==> src/rtl/softstop_pkg.sv <==
package softstop_pkg;
   typedef enum logic [2:0] {
      SEQ_IDLE = 3'd0,
      SEQ_UP   = 3'd1,
      SEQ_FULL = 3'd2,
      SEQ_DOWN = 3'd3,
      SEQ_OFF  = 3'd4
   } seq_state_e;
endpackage

==> src/rtl/softstop_tick.sv <==
module softstop_tick #(
   parameter int STEP_CLKS = 64
) (
   input  logic clk,
   input  logic rst_n,
   input  logic run_i,
   input  logic clr_i,
   output logic tick_o
);
   if (STEP_CLKS < 1) begin : g_bad_step
      $error("softstop_tick: STEP_CLKS must be at least 1");
   end

   if (STEP_CLKS == 1) begin : g_every_clk
      assign tick_o = run_i && !clr_i;
   end else begin : g_counter
      localparam int CW = $clog2(STEP_CLKS);
      localparam logic [CW-1:0] LAST = CW'(STEP_CLKS - 1);
      logic [CW-1:0] cnt_q;

      always_ff @(posedge clk or negedge rst_n) begin
         if (!rst_n)                cnt_q <= '0;
         else if (clr_i || !run_i)  cnt_q <= '0;
         else if (cnt_q == LAST)    cnt_q <= '0;
         else                       cnt_q <= cnt_q + 1'b1;
      end

      assign tick_o = run_i && !clr_i && (cnt_q == LAST);


      cnt_range_chk: assert property (@(posedge clk) disable iff (!rst_n)
         cnt_q <= LAST);
   end
endmodule

==> src/rtl/softstop_ramp.sv <==
module softstop_ramp #(
   parameter int RAMP_W = 10
) (
   input  logic              clk,
   input  logic              rst_n,
   input  logic              clr_i,
   input  logic              inc_i,
   input  logic              dec_i,
   output logic [RAMP_W-1:0] val_o
);
   localparam logic [RAMP_W-1:0] TOP = '1;
   logic [RAMP_W-1:0] val_q;

   always_ff @(posedge clk or negedge rst_n) begin
      if (!rst_n)      val_q <= '0;
      else if (clr_i)  val_q <= '0;
      else if (inc_i)  val_q <= val_q + 1'b1;
      else if (dec_i)  val_q <= val_q - 1'b1;
   end

   assign val_o = val_q;


   no_wrap_up_chk: assert property (@(posedge clk) disable iff (!rst_n)
      inc_i |-> val_q != TOP);

   no_wrap_down_chk: assert property (@(posedge clk) disable iff (!rst_n)
      dec_i |-> val_q != '0);

   single_step_chk: assert property (@(posedge clk) disable iff (!rst_n)
      (!clr_i && !inc_i && !dec_i) |=> $stable(val_q));
endmodule

==> src/rtl/softstop_fsm.sv <==
module softstop_fsm
   import softstop_pkg::*;
#(
   parameter int RAMP_W     = 10,
   parameter int STOP_LEVEL = 51
) (
   input  logic              clk,
   input  logic              rst_n,
   input  logic              mode_i,
   input  logic              en_i,
   input  logic              uv_i,
   input  logic              uvlo_i,
   input  logic              tick_i,
   input  logic [RAMP_W-1:0] val_i,
   output seq_state_e        state_o,
   output logic              inc_o,
   output logic              dec_o,
   output logic              clr_o,
   output logic              chg_o,
   output logic              done_o
);
   localparam logic [RAMP_W-1:0] TOP   = '1;
   localparam logic [RAMP_W-1:0] FLOOR = RAMP_W'(STOP_LEVEL);

   seq_state_e state_q, nxt;
   logic       done_q;
   logic       stop_req, go_ok;

   assign stop_req = !en_i || uv_i;
   assign go_ok    = en_i && !uv_i;

   always_comb begin
      nxt = state_q;
      if (uvlo_i) begin
         nxt = (state_q == SEQ_IDLE) ? SEQ_IDLE : SEQ_OFF;
      end else begin
         case (state_q)
            SEQ_IDLE, SEQ_OFF: if (go_ok) nxt = SEQ_UP;
            SEQ_UP: begin
               if (stop_req)          nxt = mode_i ? SEQ_OFF : SEQ_DOWN;
               else if (val_i == TOP) nxt = SEQ_FULL;
            end
            SEQ_FULL: if (stop_req) nxt = mode_i ? SEQ_OFF : SEQ_DOWN;
            SEQ_DOWN: if (val_i < FLOOR) nxt = SEQ_OFF;
            default:  nxt = SEQ_OFF;
         endcase
      end
   end

   always_ff @(posedge clk or negedge rst_n) begin
      if (!rst_n) begin
         state_q <= SEQ_IDLE;
         done_q  <= 1'b0;
      end else begin
         state_q <= nxt;
         done_q  <= (state_q == SEQ_DOWN) && (nxt == SEQ_OFF) && !uvlo_i;
      end
   end

   assign state_o = state_q;
   assign chg_o   = (nxt != state_q);
   assign clr_o   = (nxt == SEQ_OFF) || (nxt == SEQ_IDLE) ||
                    ((nxt == SEQ_UP) && (state_q != SEQ_UP));
   assign inc_o   = (state_q == SEQ_UP)   && (nxt == SEQ_UP)   && tick_i;
   assign dec_o   = (state_q == SEQ_DOWN) && (nxt == SEQ_DOWN) && tick_i;
   assign done_o  = done_q;


   commit_down_chk: assert property (@(posedge clk) disable iff (!rst_n)
      (state_q == SEQ_DOWN && !uvlo_i && val_i >= FLOOR) |=> state_q == SEQ_DOWN);

   done_single_chk: assert property (@(posedge clk) disable iff (!rst_n)
      done_q |=> !done_q);

   no_start_lock_chk: assert property (@(posedge clk) disable iff (!rst_n)
      uvlo_i |=> (state_q == SEQ_OFF || state_q == SEQ_IDLE));
endmodule

==> src/rtl/pwm_softstop_seq.sv <==
module pwm_softstop_seq
   import softstop_pkg::*;
#(
   parameter int RAMP_W     = 10,
   parameter int STEP_CLKS  = 64,
   parameter int STOP_LEVEL = 51
) (
   input  logic              clk,
   input  logic              rst_n,
   input  logic              mode_i,
   input  logic              enable_i,
   input  logic              uv_flag_i,
   input  logic              uvlo_i,
   output logic [RAMP_W-1:0] duty_lim_o,
   output logic              running_o,
   output logic              done_o
);
   localparam int FULL = (1 << RAMP_W) - 1;

   if (RAMP_W < 2 || RAMP_W > 16) begin : g_bad_width
      $error("pwm_softstop_seq: RAMP_W out of range 2..16");
   end
   if (STOP_LEVEL < 1 || STOP_LEVEL >= FULL) begin : g_bad_level
      $error("pwm_softstop_seq: STOP_LEVEL must lie in 1..full scale-1");
   end

   seq_state_e        state;
   logic              tick, inc, dec, clr, chg, ramping;
   logic [RAMP_W-1:0] ramp;

   assign ramping = (state == SEQ_UP) || (state == SEQ_DOWN);

   softstop_tick #(.STEP_CLKS(STEP_CLKS)) tick_i (
      .clk(clk), .rst_n(rst_n), .run_i(ramping), .clr_i(chg), .tick_o(tick));

   softstop_ramp #(.RAMP_W(RAMP_W)) ramp_i (
      .clk(clk), .rst_n(rst_n), .clr_i(clr), .inc_i(inc), .dec_i(dec),
      .val_o(ramp));

   softstop_fsm #(.RAMP_W(RAMP_W), .STOP_LEVEL(STOP_LEVEL)) fsm_i (
      .clk(clk), .rst_n(rst_n), .mode_i(mode_i), .en_i(enable_i),
      .uv_i(uv_flag_i), .uvlo_i(uvlo_i), .tick_i(tick), .val_i(ramp),
      .state_o(state), .inc_o(inc), .dec_o(dec), .clr_o(clr), .chg_o(chg),
      .done_o(done_o));

   assign duty_lim_o = ramp;
   assign running_o  = (state == SEQ_UP) || (state == SEQ_FULL) || (state == SEQ_DOWN);


   uvlo_clear_chk: assert property (@(posedge clk) disable iff (!rst_n)
      uvlo_i |=> (duty_lim_o == '0 && !running_o && !done_o));

   hard_stop_chk: assert property (@(posedge clk) disable iff (!rst_n)
      (mode_i && !uvlo_i && (state == SEQ_UP || state == SEQ_FULL) &&
       (!enable_i || uv_flag_i)) |=> (duty_lim_o == '0 && !done_o));

   done_zero_chk: assert property (@(posedge clk) disable iff (!rst_n)
      done_o |-> (duty_lim_o == '0 && !running_o));
endmodule

==> config.mk <==
export PLATFORM = sky130hd
export DESIGN_NAME = pwm_softstop_seq
export DESIGN_NICKNAME = d
export VERILOG_FILES = /design/src/rtl/softstop_pkg.sv /design/src/rtl/softstop_tick.sv /design/src/rtl/softstop_ramp.sv /design/src/rtl/softstop_fsm.sv /design/src/rtl/pwm_softstop_seq.sv
export SDC_FILE = /design/constraint.sdc
export NUM_CORES = 1
export LEC_CHECK = 0
export BUFFER_PORTS_ARGS = -buffer_cell sky130_fd_sc_hd__buf_2
export CORE_UTILIZATION = 30
export CTS_BUF_LIST = sky130_fd_sc_hd__clkbuf_2
export CTS_CLUSTER_DIAMETER = 120
export DETAILED_ROUTE_END_ITERATION = 6
export SLEW_MARGIN = 25
export SYNTH_ARGS = -nofsm -noshare
export SYNTH_HDL_FRONTEND = slang
export SYNTH_SLANG_ARGS = --single-unit
==> constraint.sdc <==
create_clock -name clk -period 3.3 [get_ports clk]
set_input_delay 0.165 -clock clk [delete_from_list [all_inputs] [get_ports clk]]
set_output_delay 0.165 -clock clk [all_outputs]
set_load 0.03 [all_outputs]
Word level (Yosys, flattened, before mapping)
Cells that the tools add are included.
Widths: inputs -> output; s select.
- register bits: 20
- input port bits: 6
- word-level logic and storage cells: 59
- add/subtract/negate cells: 3
- $lt $le $gt $ge: 1
- eq/ne operators: 11
- muxes and demuxes: 14
- reduce and logical (&&, ||, !) cells: 26
- operators by type and width (kind ; count):
    $mux 10 ; 3
    $mux 3 ; 8
    $mux 6 ; 2
    $pmux 3 s4 ; 1
    $add 10x1->10 const B ; 1
    $eq 10x10->1 const B ; 1
    $logic_and 1x1->1 ; 10
    $lt 10x6->1 const B ; 1
    $sub 10x1->10 const B ; 1
    $eq 3x2->1 const B ; 3
    $logic_or 1x1->1 ; 7
    $add 6x1->6 const B ; 1
    $eq 3x1->1 const B ; 2
    $eq 3x3->1 const B ; 2
    $eq 6x6->1 const B ; 1
    $logic_not 3->1 ; 2
    $logic_not 1->1 ; 5
    $ne 3x1->1 const B ; 1
    $ne 3x3->1 ; 1
    $reduce_bool 3->1 ; 1
    $reduce_or 2->1 ; 1

Longest topological paths before layout
Gate-level depths: netlist (run 1).
- depth in word-level cells: 13
- mapped depth: 14
- gate-level depth less buffers: 13

Hierarchy
A second synthesis (run 1) with hierarchy kept.
- cell total of the unflattened synthesis: 167
- area, all modules: 1527.7 um^2
- modules (own cells, without submodules) (module ; times used ; cells an instance ; area an instance (um^2)):
    softstop_ramp ; 1 ; 87 ; 805.8
    softstop_fsm ; 1 ; 52 ; 430.4
    softstop_tick ; 1 ; 26 ; 275.3
    pwm_softstop_seq ; 1 ; 2 ; 16.3

Worst setup path after synthesis (run 1)
Ideal clock, no wire load.
- path type: register to register
- from: reg ramp_i.val_q[0], in the netlist ramp_i.val_o[0]
- to: reg ramp_i.val_q[8], in the netlist ramp_i.val_o[8]
- setup time: 0.092 ns
- arrival time: 3.332 ns
- slack: -0.124 ns
- stages on the path, launching flop included: 13
- path buffers: 0
- clock period less this slack: 3.424 ns
- cells stage by stage: dfrtp_1 -> a211oi_2 -> o2111ai_1 -> o211ai_2 -> a211oi_1 -> nand3_1 -> fa_1 -> a21o_1 -> a21oi_1 -> o21ai_0 -> o41ai_1 -> xor2_1 -> o31ai_2
- cells in the longest elaborated chain, start to end: 12
- elaborated cells between the ends (all ways): 28
- ends and longest elaborated chain (element ; RTL line ; RTL):
    from (decl) ; softstop_ramp.sv:12 ; logic [RAMP_W-1:0] val_q;
    from (signal assigned) ; softstop_ramp.sv:17 ; else if (inc_i) val_q <= val_q + 1'b1;
    from (signal assigned) ; softstop_ramp.sv:18 ; else if (dec_i) val_q <= val_q - 1'b1;
    branches (longest 12 deep; another with $lt 10x6->1) ; n/a ;
Parallel ways; which one is timed is not known. The select of a mux whose other input is x is not followed.
A chain may end at the register's enable or synchronous reset.

Worst setup path in the final report (run 1)
- from: reg ramp_i.val_q[6], in the netlist ramp_i.val_o[6]
- to: reg ramp_i.val_q[8], in the netlist ramp_i.val_o[8]
Same word-level chain as after synthesis.

==> results.yml, run 1 <==
floorplanning:
  io_pins: 18
  die_area_um2: 5290
  start_util: 0.316
  rows: 25
  die_h_um: 72.7
  core_um2: 4750
  die_w_um: 72.7
cts:
  clkTransAtPathRegs_ps: 190
  cts_buffers: 3
  cts_buffer_depth: 2
  htreeDepth: 1
  clk_latency_ps: 320
  cts_tree: "yes"
  cts_sinks: 20
  cts-root-buf: "clkbuf_2"
sta:
  fin_crit_sh: 0.967
  hold_violations: 0
  post-route-min-period_ps: 3190
  rsz0062_at_grt: "true"
  setup_violations: 0
  slew-limit-headroom: 0.579
  tightest_slew_ps: 627
  fmax_ghz: 0.313
  timing.final.ws_setup_ps: 109
  fin_worst_skew_ps: 8.89
  drv_slew: 0
finish:
  final_common_cell: "buf_4"
  syn_to_final_growth_pct: 25.9
  fillers: 500
  nets: 211
  diodes: 0
  drive_gt1_frac: 0.358
  final_cell_mix: "buf_4 (25), buf_2 (17), dfrtp_1 (15), nor2_1 (12)"
logic_synthesis:
  synth.area.mux_share: 0.00751
  synth_top_area_cell: "dfrtp_1"
  synth_cell_types: 53
  ys_seq_area_frac: 0.334
  yosys-top-cells-area: "dfrtp_1 (33%), ha_1 (7.5%), a22o_1 (4.1%)"
  synth_seq_cells: 20
  synth_flop_cell: "dfrtp_1"
  synth-compound-area-share: 0.234
  async_reset_ff_frac: 1.00
  synth_top_area_frac: 0.334
  synthAdderAreaFrac: 0.0884
  synth_top_family_by_area: "compound AO/OA/AOI/OAI gates"
  netlist_area_um2: 1500
  yosys_warnings: 0
  syn_inst: 152
  syn_avg_cell_area_um2: 9.87
  synthXorXnorAreaFrac: 0.0701
  synth-simple-area-share: 0.223
  synth-edff-count: 0
  synth_fp_nets: 168
min_path:
  hold_path.class: "in2reg"
  holdPathEnd: "tick_i.g_counter.cnt_q[4]$_DFF_PN0_"
  holdPathStages: 3
  hold_path.startpoint: "uvlo_i"
worst_setup_path:
  cp-end-kind: "flop"
  cp-start-kind: "flop"
  worst_r2r_endpoint: "ramp_i.val_o[8]$_DFFE_PN0P_"
  critPathMaxFanout: 4
  arrival_ps: 3450
  rrSetupSlack_ps: 110
  r2r_start: "ramp_i.val_o[6]$_DFFE_PN0P_"
  crit_type: "reg2reg"
  reg2reg_depth: 12
  critical_path_required_ps: 3560
power:
  total_power_uw: 462
  powerDensity_nw_per_um2: 245
  vdd_drop_max_uv: 94.7
  p_leak_nw: 0.894
placed_design:
  port_buffers: 17
  gp_congestion: 0.908
  hpwl_mm: 2.79
  place_ws_ps: -97.3
detailed_routing:
  firstDrtPassIters: 4
  drc: 0
  route.vias.total: 1333
  antenna_left: 0
  drt_iter0_markers: 62
  post_drt_wl_per_cell_um: 13.7
  routed_wl_mm: 3.55
  routed_via_density: 5.13
global_route:
  track_usage: 0.145
  grt_pass1_wl_mm: 5.98
  antenna_found_initial: 0
  grt_max_degree: 21
  grt_pass1_vias: 1289
  overflow: 0
job:
  maxCapViolCount: 0
outcome:
  status: "finished clean"
-- timing repair --
| action | 4_1_cts | 5_1_grt |
|---|---|---|
| hold buffers | 1 | 0 |
| setup buffers | 0 | 1 |
| pin swaps | 0 | 3 |
| endpoints found under the hold margin | 20 | 0 |
| gates resized for setup | 2 | 6 |
| setup endpoints to repair | 1 | 2 |
-- area by class of cell --
type	instances	area, um^2	share of cell area
clock buffer	3	15.0	0.00795
multi-input combinational	119	970	0.514
sequential	20	507	0.268
timing repair buffer	43	283	0.150
tap	67	83.8	0.0444
inverter	8	30.0	0.0159
-- synth_stat cells, types with 2 or more instances --
master / n
nand2b_1: 4
a22o_1: 7
or3_1: 2
o31ai_1: 2
dfrtp_1: 20
a21oi_1: 6
nor4_1: 2
nand3_1: 6
buf_4: 2
nand3b_1: 2
nor2_1: 12
nand2_1: 9
a21o_1: 3
o211ai_1: 2
xnor2_1: 6
nor4_4: 2
nor3_1: 3
inv_1: 8
xor2_1: 6
nand4_1: 2
o21a_1: 2
ha_1: 9
o2111ai_1: 3
o21ai_0: 2
and2_1: 2
-- registers in the layout, indices dropped and copies added, names as in the netlist --
| register | count |
|---|---|
| tick_i.g_counter.cnt_q | 6 |
| fsm_i.done_o | 1 |
| ramp_i.val_o | 10 |
| fsm_i.state_o | 3 |
-- metal layers --
metal,vias up,track usage,part of all wire
li1,652,-,-
met2,30,0.250,0.50
met4,0,0.0632,0.017
met5,-,0,0
met3,4,0.0110,0.024
met1,647,0.185,0.46
-- logic make-up (layout without fill, tap and decap cells) --
kind of cell	after synthesis	in the layout
compound gates	42	42
buf+inv	13	54
xor+xnor	12	12
flops	20	20
fa+ha+maj	10	10
mux	1	1
simple gates	54	54
-- stage by stage --
stage	hold WS, ps	cell area, um^2	instances	TNS (ps)	utilization
after floorplan	-131	1510	152	0	-
after global placement	147	1820	255	-26.9	0.383
after detailed placement	151	1820	255	-97.3	0.383
after CTS	245	1860	259	0	0.391
after global routing	276	1890	260	-19.0	0.397
final	259	1890	260	0	0.397
-- power by group --
| part | total, mW | internal, mW | switching, mW |
|---|---|---|---|
| Sequential | 0.259 | 0.250 | 0.00850 |
| Clock | 0.102 | 0.0248 | 0.0773 |
| Combinational | 0.101 | 0.0423 | 0.0587 |
-- worst max path at each step --
stage	from	end	slack, ps
3_5_place_dp	fsm_i.state_o[0]$_DFF_PN0_	ramp_i.val_o[8]$_DFFE_PN0P_	-100
3_3_place_gp	fsm_i.state_o[0]$_DFF_PN0_	ramp_i.val_o[8]$_DFFE_PN0P_	-30
4_1_cts	fsm_i.state_o[0]$_DFF_PN0_	ramp_i.val_o[8]$_DFFE_PN0P_	6
2_1_floorplan	ramp_i.val_o[3]$_DFFE_PN0P_	ramp_i.val_o[8]$_DFFE_PN0P_	30
6_report	ramp_i.val_o[6]$_DFFE_PN0P_	ramp_i.val_o[8]$_DFFE_PN0P_	110
5_1_grt	ramp_i.val_o[5]$_DFFE_PN0P_	ramp_i.val_o[8]$_DFFE_PN0P_	-20
-- worst max-delay path: stages, from the launching register on --
cell      delay, ps
dfrtp_1         470
nand4_1         180
o31ai_1         110
a21o_1          240
a211oi_2        300
nand3_2         180
fa_1            430
a21o_1          190
a21oi_1         220
o21ai_1         140
o41ai_2         290
xor2_1          140
o31ai_2         230
No activity file was read; power rests on OpenSTA's default activity.
==> inputs of run 2 (changes only) <==
==> constraint.sdc (replaced) <==
create_clock -name clk -period 3.5 [get_ports clk]
set_input_delay 0.175 -clock clk [delete_from_list [all_inputs] [get_ports clk]]
set_output_delay 0.175 -clock clk [all_outputs]
set_load 0.03 [all_outputs]
==> results.yml, run 2 (synthesis gave the netlist of run 1 again) <==
outcome:
  status: "finished clean"
worst_setup_path:
  startpoint: "ramp_i.val_o[5]$_DFFE_PN0P_"
  critPathMaxFanout: 6
  cp-end-kind: "flop"
  critical_path_required_ps: 3780
  arrival_ps: 3510
  rrSetupSlack_ps: 270
  cp-start-kind: "flop"
  critPathCapture: "ramp_i.val_o[8]$_DFFE_PN0P_"
  worst_r2r_endpoint: "ramp_i.val_o[8]$_DFFE_PN0P_"
  r2r_start: "ramp_i.val_o[5]$_DFFE_PN0P_"
  crit_type: "reg2reg"
  reg2reg_depth: 12
placed_design:
  port_buffers: 17
  dp_cells: 239
  gp_congestion: 0.909
  hpwl_mm: 2.50
finish:
  fin_util: 0.373
  final_cells: 244
  drive_gt1_frac: 0.266
  final_cell_mix: "dfrtp_1 (19), buf_2 (17), nor2_1 (12), nand2_1 (9), ha_1 (9)"
  nets: 194
  final_common_cell: "dfrtp_1"
  fillers: 504
  register_area_um2: 502
  largest_reg_flops: 10
  syn_to_final_growth_pct: 18.3
  multiInputGateArea_um2: 960
  diodes: 0
job:
  maxCapViolCount: 0
global_route:
  track_usage: 0.136
  overflow: 0
  grt_pass1_wl_mm: 5.59
  grt_pass1_vias: 1200
  grt_max_degree: 21
  antenna_found_initial: 0
power:
  vdd_drop_max_uv: 195
  p_leak_nw: 0.828
  powerDensity_nw_per_um2: 283
sta:
  drv_slew: 0
  tns_ps: 0
  post-route-min-period_ps: 3230
  fin_crit_sh: 0.924
  fin_worst_skew_ps: 32.8
  rsz0062_at_grt: "false"
  tightest_slew_ps: 655
  fmax_ghz: 0.309
  hold_violations: 0
  setup_violations: 0
  slew-limit-headroom: 0.560
detailed_routing:
  antenna_left: 0
  routed_via_density: 5.00
  routed_wl_mm: 3.22
  drt_iter0_markers: 84
  route.vias.total: 1221
  drc: 0
  firstDrtPassIters: 4
  post_drt_wl_per_cell_um: 13.2
cts:
  clk_latency_ps: 340
  cts_tree: "yes"
  cts-root-buf: "clkbuf_2"
  cts_buffers: 3
  cts_sinks: 20
  clkTransAtPathRegs_ps: 220
  cts_buffer_depth: 2
  post_cts_buffers: 0
  htreeDepth: 1
min_path:
  hold_path.class: "in2reg"
floorplanning:
  die_w_um: 72.7
  core_um2: 4750
  start_util: 0.316
  die_area_um2: 5290
  die_h_um: 72.7
  rows: 25
  io_pins: 18
## run 2: worst min-delay path by stage
stage	start	endpoint	depth (start not counted)
global route	uvlo_i	ramp_i.val_o[9]$_DFFE_PN0P_	4
finish	uvlo_i	ramp_i.val_o[9]$_DFFE_PN0P_	4
CTS	uvlo_i	ramp_i.val_o[9]$_DFFE_PN0P_	4
global placement	rst_n	tick_i.g_counter.cnt_q[2]$_DFF_PN0_	1
detailed placement	rst_n	tick_i.g_counter.cnt_q[3]$_DFF_PN0_	1
floorplan	rst_n	fsm_i.done_o$_DFF_PN0_	0
## run 2: final cells by class
cell class | count | area share
Multi-Input combinational cell | 119 | 0.541
Sequential cell | 20 | 0.283
Timing Repair Buffer | 26 | 0.0874
Tap cell | 67 | 0.0472
Clock inverter | 1 | 0.0169
Inverter | 8 | 0.0169
Clock buffer | 3 | 0.00846
## run 2: per-layer routing
layer	share of wire	routed length, um	GRT usage	vias up
li1	-	-	-	620
met5	0	0	0	-
met1	0.51	1640	0.192	586
met2	0.46	1470	0.215	13
met4	0.0040	13	0.0283	0
met3	0.031	100	0.0304	2
## run 2: report_power, final
part           internal [mW]  switching [mW]  leakage (nW)
Combinational         0.0327          0.0493         0.527
Sequential             0.236          0.0105         0.274
Clock                 0.0986          0.0758        0.0266
Total                  0.367           0.136         0.828
## run 2: repair_timing
action	4_1_cts	5_1_grt
hold buffers	1	0
resized for setup	0	6
endpoints found under the setup margin	0	2
endpoints found under the hold margin	20	0
## run 2: critical path: stages, from the launching register on
cell and delay, ps:
dfrtp_1 450, nand2_1 160, o211a_1 300, nor4b_4 300, o21a_1 190, nand3_2 160
fa_1 450, a21o_1 190, a21oi_1 210, o21ai_0 170, o41ai_2 260, xor2_1 120
o31ai_2 210
## run 2: per-stage QoR
stage	setup slack (ps)	hold WS, ps	total power [mW]	instance area, um^2
global route	23.7	237	0.530	1780
CTS	5.26	233	0.505	1750
finish	266	249	0.503	1780
detailed placement	89.4	158	0.327	1690
floorplan	75.8	-121	0.306	1500
global placement	175	156	0.329	1690
